[src/rtl/sram_bridge_pkg.sv]
package sram_bridge_pkg;
  // Control-to-datapath strobe bundle
  typedef struct packed {
    logic chipOn;   // selected and out of reset
    logic wrCycle;  // whole CPU write cycle
    logic wrPulse;  // write, CPU phase high
  } bridgeCtl_t;
endpackage

[src/rtl/sram_bridge_ctrl.sv]
module sram_bridge_ctrl
  import sram_bridge_pkg::*;
(
  input  logic       clk,
  input  logic       rst,
  input  logic       cs,
  input  logic       rw,
  output bridgeCtl_t ctl,
  output logic       cpuPhase,
  output logic       ceN
);
  logic phaseQ;

  // Half-rate phase: the CPU clock seen from the fast domain
  always_ff @(posedge clk) begin
    if (rst) phaseQ <= 1'b0;
    else     phaseQ <= ~phaseQ;
  end

  always_comb begin
    ctl.chipOn  = cs & ~rst;
    ctl.wrCycle = cs & ~rw;
    ctl.wrPulse = cs & ~rw & phaseQ;
  end

  assign cpuPhase = phaseQ;
  assign ceN      = ~ctl.chipOn;
endmodule

[src/rtl/sram_bridge_dpath.sv]
module sram_bridge_dpath
  import sram_bridge_pkg::*;
#(
  parameter int BYTE_ADDR_W = 18,
  parameter int BYTE_W      = 8,
  parameter int LANES       = 2
) (
  input  bridgeCtl_t                    ctl,
  input  logic [BYTE_ADDR_W-1:0]        addr,
  input  logic [BYTE_W-1:0]             wdata,
  input  logic [LANES*BYTE_W-1:0]       sramDin,
  output logic [BYTE_ADDR_W-$clog2(LANES)-1:0] sramAddr,
  output logic [LANES-1:0]              weN,
  output logic [LANES*BYTE_W-1:0]       dout,
  output logic [LANES-1:0]              doe,
  output logic [BYTE_W-1:0]             rdata
);
  localparam int LANE_SEL_W = $clog2(LANES);

  logic [LANE_SEL_W-1:0] laneSel;
  assign laneSel  = addr[LANE_SEL_W-1:0];
  assign sramAddr = addr[BYTE_ADDR_W-1:LANE_SEL_W];

  for (genvar lane = 0; lane < LANES; lane++) begin : gLane
    logic hit;
    assign hit = (laneSel == LANE_SEL_W'(lane));
    assign weN[lane] = ~(ctl.chipOn & ctl.wrPulse & hit);
    assign doe[lane] = ctl.chipOn & ctl.wrCycle & hit;
    assign dout[lane*BYTE_W +: BYTE_W] = wdata;
  end

  always_comb begin
    rdata = sramDin[laneSel*BYTE_W +: BYTE_W];
  end
endmodule

[src/rtl/sram_lane_bridge.sv]
module sram_lane_bridge
  import sram_bridge_pkg::*;
#(
  parameter int BYTE_ADDR_W = 18,
  parameter int BYTE_W      = 8,
  parameter int LANES       = 2
) (
  input  logic                                  clk,
  input  logic                                  rst,
  input  logic                                  cs,
  input  logic                                  rw,
  input  logic [BYTE_ADDR_W-1:0]                addr,
  input  logic [BYTE_W-1:0]                     wdata,
  output logic [BYTE_W-1:0]                     rdata,
  output logic                                  cpuPhase,
  output logic [BYTE_ADDR_W-$clog2(LANES)-1:0]  sramAddr,
  output logic                                  sramCeN,
  output logic [LANES-1:0]                      sramWeN,
  output logic [LANES*BYTE_W-1:0]               sramDout,
  output logic [LANES-1:0]                      sramDoe,
  input  logic [LANES*BYTE_W-1:0]               sramDin
);
  bridgeCtl_t ctl;

  sram_bridge_ctrl uCtrl (
    .clk(clk), .rst(rst), .cs(cs), .rw(rw),
    .ctl(ctl), .cpuPhase(cpuPhase), .ceN(sramCeN)
  );

  sram_bridge_dpath #(
    .BYTE_ADDR_W(BYTE_ADDR_W), .BYTE_W(BYTE_W), .LANES(LANES)
  ) uDpath (
    .ctl(ctl), .addr(addr), .wdata(wdata), .sramDin(sramDin),
    .sramAddr(sramAddr), .weN(sramWeN), .dout(sramDout),
    .doe(sramDoe), .rdata(rdata)
  );
endmodule

[config.mk]
export PLATFORM = sky130hd
export DESIGN_NAME = sram_lane_bridge
export DESIGN_NICKNAME = d
export VERILOG_FILES = /design/src/rtl/sram_bridge_pkg.sv /design/src/rtl/sram_bridge_ctrl.sv /design/src/rtl/sram_bridge_dpath.sv /design/src/rtl/sram_lane_bridge.sv
export SDC_FILE = /design/constraint.sdc
export NUM_CORES = 1
export LEC_CHECK = 0
export ABC_AREA = 1
export BUFFER_PORTS_ARGS = -buffer_cell sky130_fd_sc_hd__clkbuf_2
export CAP_MARGIN = 25
export CORE_MARGIN = 3
export CORE_UTILIZATION = 21
export CTS_CLUSTER_SIZE = 30
export DETAILED_ROUTE_END_ITERATION = 10
export PLACE_DENSITY = 0.8
export SLEW_MARGIN = 20
export SYNTH_ARGS = -nofsm -noshare
export SYNTH_HDL_FRONTEND = slang
export SYNTH_SLANG_ARGS = --single-unit
[constraint.sdc]
create_clock -name clk -period 0.8 [get_ports clk]
set_clock_uncertainty 0.15 [all_clocks]
set_input_delay 0.24 -clock clk [delete_from_list [all_inputs] [get_ports clk]]
set_output_delay 0.24 -clock clk [all_outputs]
set_load 0.01 [all_outputs]
Yosys cells after proc, flatten, opt, wreduce, memory -nomap -nowiden
Index checks and enable logic that the tools add are counted. W data, S select, Z words.

Register bits after elaboration: 1. Output and inout port bits: 47. Logic and storage cells: 18.

Shift-type cells: 1. Bitwise logic cells: 16.

Operator list (count): $shiftx A16 B5 Y8 (1); $and A1 B1 Y1 (9); $not A1 Y1 (7).

Depth between registers and ports, before layout
Depth after elaboration: 6. Gate-level depth with buffers: 4. Mapped depth without buffers: 4.

Hierarchy
From an unflattened synthesis, not the netlist that was laid out.

Cells, all modules: 74. Area total of the unflattened synthesis: 430.4 um2.

By module, submodules not included: sram_bridge_dpath (times used 1, cells an instance 64, area an instance 374.1 um2, sequential area each 0.0 um2); sram_bridge_ctrl (times used 1, cells an instance 10, area an instance 56.3 um2, sequential area each 20.0 um2).

Worst setup path after synthesis
OpenSTA, ideal clock, no wires.

Path kind: input-to-output. Start point: in cs. End point: out sramDoe[0]. Data arrival time: 0.574 ns. Setup slack: -0.164 ns. Stages on the path: 4. Path buffers: 0. Cell sequence: inv_1 nor2_4 nand2_2 nor2_2.

Word-level cells in the longest chain between the ends: 3. Elaborated cells on any way between the ends: 4. Classes of those cells: 4 x bitwise.

RTL lines: start: declaration (line sram_lane_bridge.sv:10) `input logic cs,`; $and A1 B1 Y1 (on tied branches) (line sram_bridge_ctrl.sv:21, sram_bridge_ctrl.sv:22); $and A1 B1 Y1 (*) (2 in a row) (line sram_bridge_dpath.sv:28) `assign doe[lane] = ctl.chipOn & ctl.wrCycle & hit;`; end: declaration (line sram_lane_bridge.sv:20) `output logic [LANES-1:0] sramDoe,`.

Every way passes the cells marked *; elsewhere a longest branch is shown, timed or not.

Final worst setup path
Start point: in rst. End point: out sramDoe[0].

Word-level cells in the longest chain between the ends: 4.

RTL lines: start: declaration (line sram_lane_bridge.sv:9) `input logic rst,`; $not A1 Y1 (line sram_bridge_ctrl.sv:21) `ctl.chipOn = cs & ~rst;`; $and A1 B1 Y1 (line sram_bridge_ctrl.sv:21); $and A1 B1 Y1 (2 in a row) (line sram_bridge_dpath.sv:28).

No other way between the ends.

==> results.toml <==
[status]
outcome = "finished, violations left"
violations = "negative setup slack"

[worst_setup_path]
worst-endpoint-arrival_ns = 0.79
highest_net_fanout_along_the_worst_path = 4
crit_path_end_kind = "primary output"
cp_data_required_time_ns = 0.41
worst_r2r_endpoint = "uCtrl.cpuPhase$_SDFF_PP0_"
cp-startpoint = "rst"
startpoint_of_the_most_critical_register_to_register_path = "uCtrl.cpuPhase$_SDFF_PP0_"
critical_path.startpoint_type = "primary input"
regToRegSetupSlack_ns = 0.14
worstSetupPathType = "in -> out"
r2r_cells = 1

[clock_network]
worst_path_clk_slew_ns = 0
clock_insertion_delay_worst_skew_ns = 0

[placed_design]
dpl.hpwl_um = 850.8
io_buffers = 34
numPlacedInstances = 97
globalplace.congestion = 0.6187

[min_path]
hold_path.startpoint = "rst"
worstHoldPathType = "in -> reg"
whs_path_depth = 2
worst_hold_path.endpoint = "uCtrl.cpuPhase$_SDFF_PP0_"

[routing]
detailroute.via_count = 401
drt-vias-per-instance = 4.051
detail_route.wl_per_cell_um = 10.85
wl_met2_um = 581
drcViolationCount = 0
route.antenna.remaining_nets = 0
drtIter0Drc = 1
drt-met1-wl_um = 344
detailedRoute.firstPassIterationCount = 2
route.met3.wl_um = 135
maxUsedRoutingLayer = "met4"
drt-total-wl_mm = 1.074

[timing]
number_of_failing_setup_endpoints_in_the_final_timing_report = 14
slew-limit-headroom = 0.9191
postLayoutSetupSlackWorst_ns = -0.3819
slew_viol_final = 0
totalNegativeSetupSlack_ns = -4.272
finalWorstPathRequiredPeriod_ns = 1.182
report.final.hold_viol_count = 0
grt_setup_unrepaired = "yes"
period_share = 1.477
worst_pin_slew_ns = 0.1211
max_freq_mhz = 846.1

[global_route]
global_route.usage.total = 0.07678
grt_overflow = 0
grt_first_pass_wirelength_mm = 1.662
grt_start_max_net_pins = 7
grt_pass1_vias = 387
grt_antenna_before_repair = 0

[floorplanning]
die_w_um = 51.27
effective_utilization_at_floorplan = 0.2364
io_pins = 93
die_area_mm2 = 0.002629
core_mm2 = 0.001821
row_count = 15
dieHeight_um = 51.27

[yosys]
yosys.area.top_type = "sky130_fd_sc_hd__buf_4"
post_synth_main_area_contributors = "sky130_fd_sc_hd__buf_4 (58%), sky130_fd_sc_hd__nand2_1 (21%), sky130_fd_sc_hd__dfxtp_1 (4.7%)"
syn_nets = 116
syn-mean-instance-area_um2 = 6.149
yosys_register_bits = 1
yosysWarnings = 0
netlist_instances = 70
synth.yosys.seq_area_share = 0.04651
netlist_area_um2 = 430.4
synth_top_area_share = 0.5756
netlist-cell-type-count = 11

[final_layout]
largest_reg_flops = 1
finalNetCount = 122
ant_diodes = 0
area_delta_synth_final_pct = 50.87
fill_cells = 192
fraction_of_layout_cells_with_a_size_suffix_above_1 = 0.8919
finish.cell_count_without_fillers = 99

[pwr]
net-switching-power_uw = 162.9
total_internal_power_uw = 241.3
seqPwrFrac = 0.148
p_sw_frac = 0.4030
peakVddDrop_uv = 258.8
power_per_standard_cell_area_mw_per_mm2 = 622.5
power_frac_comb = 0.852
cellLeakagePower_uw = 0.0003544
power.clock.fraction = 0

[flow_run]
cap_viol_max_count = 0
## per-layer routing
| layer | global-route usage | up-vias |
|---|---|---|
| met5 | 0 | - |
| met2 | 0.1352 | 41 |
| met4 | 0.01747 | 0 |
| met3 | 0.02915 | 4 |
| met1 | 0.08711 | 169 |
| li1 | - | 187 |
## power groups by stage
stage	clock network [uW]	logic, uW	registers [uW]
3_5_place_dp	0	274	59.1
2_1_floorplan	0	314	60.0
5_1_grt	0	371	60.3
3_3_place_gp	0	268	59.1
6_report	0	345	59.7
4_1_cts	0	307	59.1
## cells in the final DEF, fill, tap and decap left out
cell type                   instances
sky130_fd_sc_hd__clkbuf_2          21
sky130_fd_sc_hd__nand2_2            9
sky130_fd_sc_hd__nor2_4             2
sky130_fd_sc_hd__inv_6              3
sky130_fd_sc_hd__dfxtp_2            1
sky130_fd_sc_hd__nor2_1             1
sky130_fd_sc_hd__buf_12             2
sky130_fd_sc_hd__buf_4              1
sky130_fd_sc_hd__nand2_1            3
sky130_fd_sc_hd__clkbuf_16          1
sky130_fd_sc_hd__inv_1              2
sky130_fd_sc_hd__buf_6              9
sky130_fd_sc_hd__nand2_4           13
sky130_fd_sc_hd__buf_8              1
sky130_fd_sc_hd__buf_2              2
sky130_fd_sc_hd__nand4_1            2
sky130_fd_sc_hd__nor2_2             1
## synthesized netlist by cell type, drive strengths merged
library cell   n
buf           34
dfxtp          1
inv            4
nand2         25
nand4          2
nor2           4
## metrics by stage
| stage | power [uW] | hold slack (ns) | worst slack, ns | instance area (um^2) | util |
|---|---|---|---|---|---|
| 2_1_floorplan | 374.0 | 0.1493 | -0.1567 | 558.0 | - |
| 3_3_place_gp | 327.3 | 0.2754 | -0.4264 | 531.8 | 0.2921 |
| 3_5_place_dp | 332.7 | 0.2820 | -0.4528 | 531.8 | 0.2921 |
| 4_1_cts | 365.9 | 0.2822 | -0.4018 | 591.8 | 0.3251 |
| 5_1_grt | 431.6 | 0.2621 | -0.4399 | 649.4 | 0.3567 |
| 6_report | 404.2 | 0.2502 | -0.3819 | 649.4 | 0.3567 |
## cells by family after synthesis
| logic type | after synthesis | share of synthesized area |
|---|---|---|
| DFF | 1 | 0.04651 |
| buffers and inverters | 38 | 0.6366 |
| and+or+nand+nor | 31 | 0.3169 |
## how the worst max path moves through the flow
stage               slack, ns    endpoint  cells after the start
finish                  -0.38  sramDoe[0]                      5
global route            -0.44  sramDoe[0]                      5
CTS                     -0.40  sramDoe[0]                      6
detailed placement      -0.45    rdata[7]                      5
global placement        -0.43    rdata[4]                      5
floorplan               -0.16  sramDoe[0]                      3
## worst max-delay path: stages
cell,delay [ns]
sky130_fd_sc_hd__buf_6,0.10
sky130_fd_sc_hd__nor2_4,0.13
sky130_fd_sc_hd__nand2_2,0.10
sky130_fd_sc_hd__nor2_2,0.10
sky130_fd_sc_hd__buf_2,0.12
## cell type report
type                       instances  area, um^2  share of cell area
multi-input combinational         31       259.0              0.3988
sequential                         1       21.27             0.03276
tap                               25       31.28             0.04817
timing repair buffer              37       304.0              0.4682
inverter                           4       25.02             0.03854
timing repair inverter             1       8.758             0.01349
## repair_timing
action                     in CTS  in global routing
setup buffers                   1                  0
gates resized for setup         9                 22
setup endpoints to repair      14                 14
hold buffers                    0                  0
pin swaps                       3                  4
cloned                          1                  0
Power figures use the tool's default switching activity.
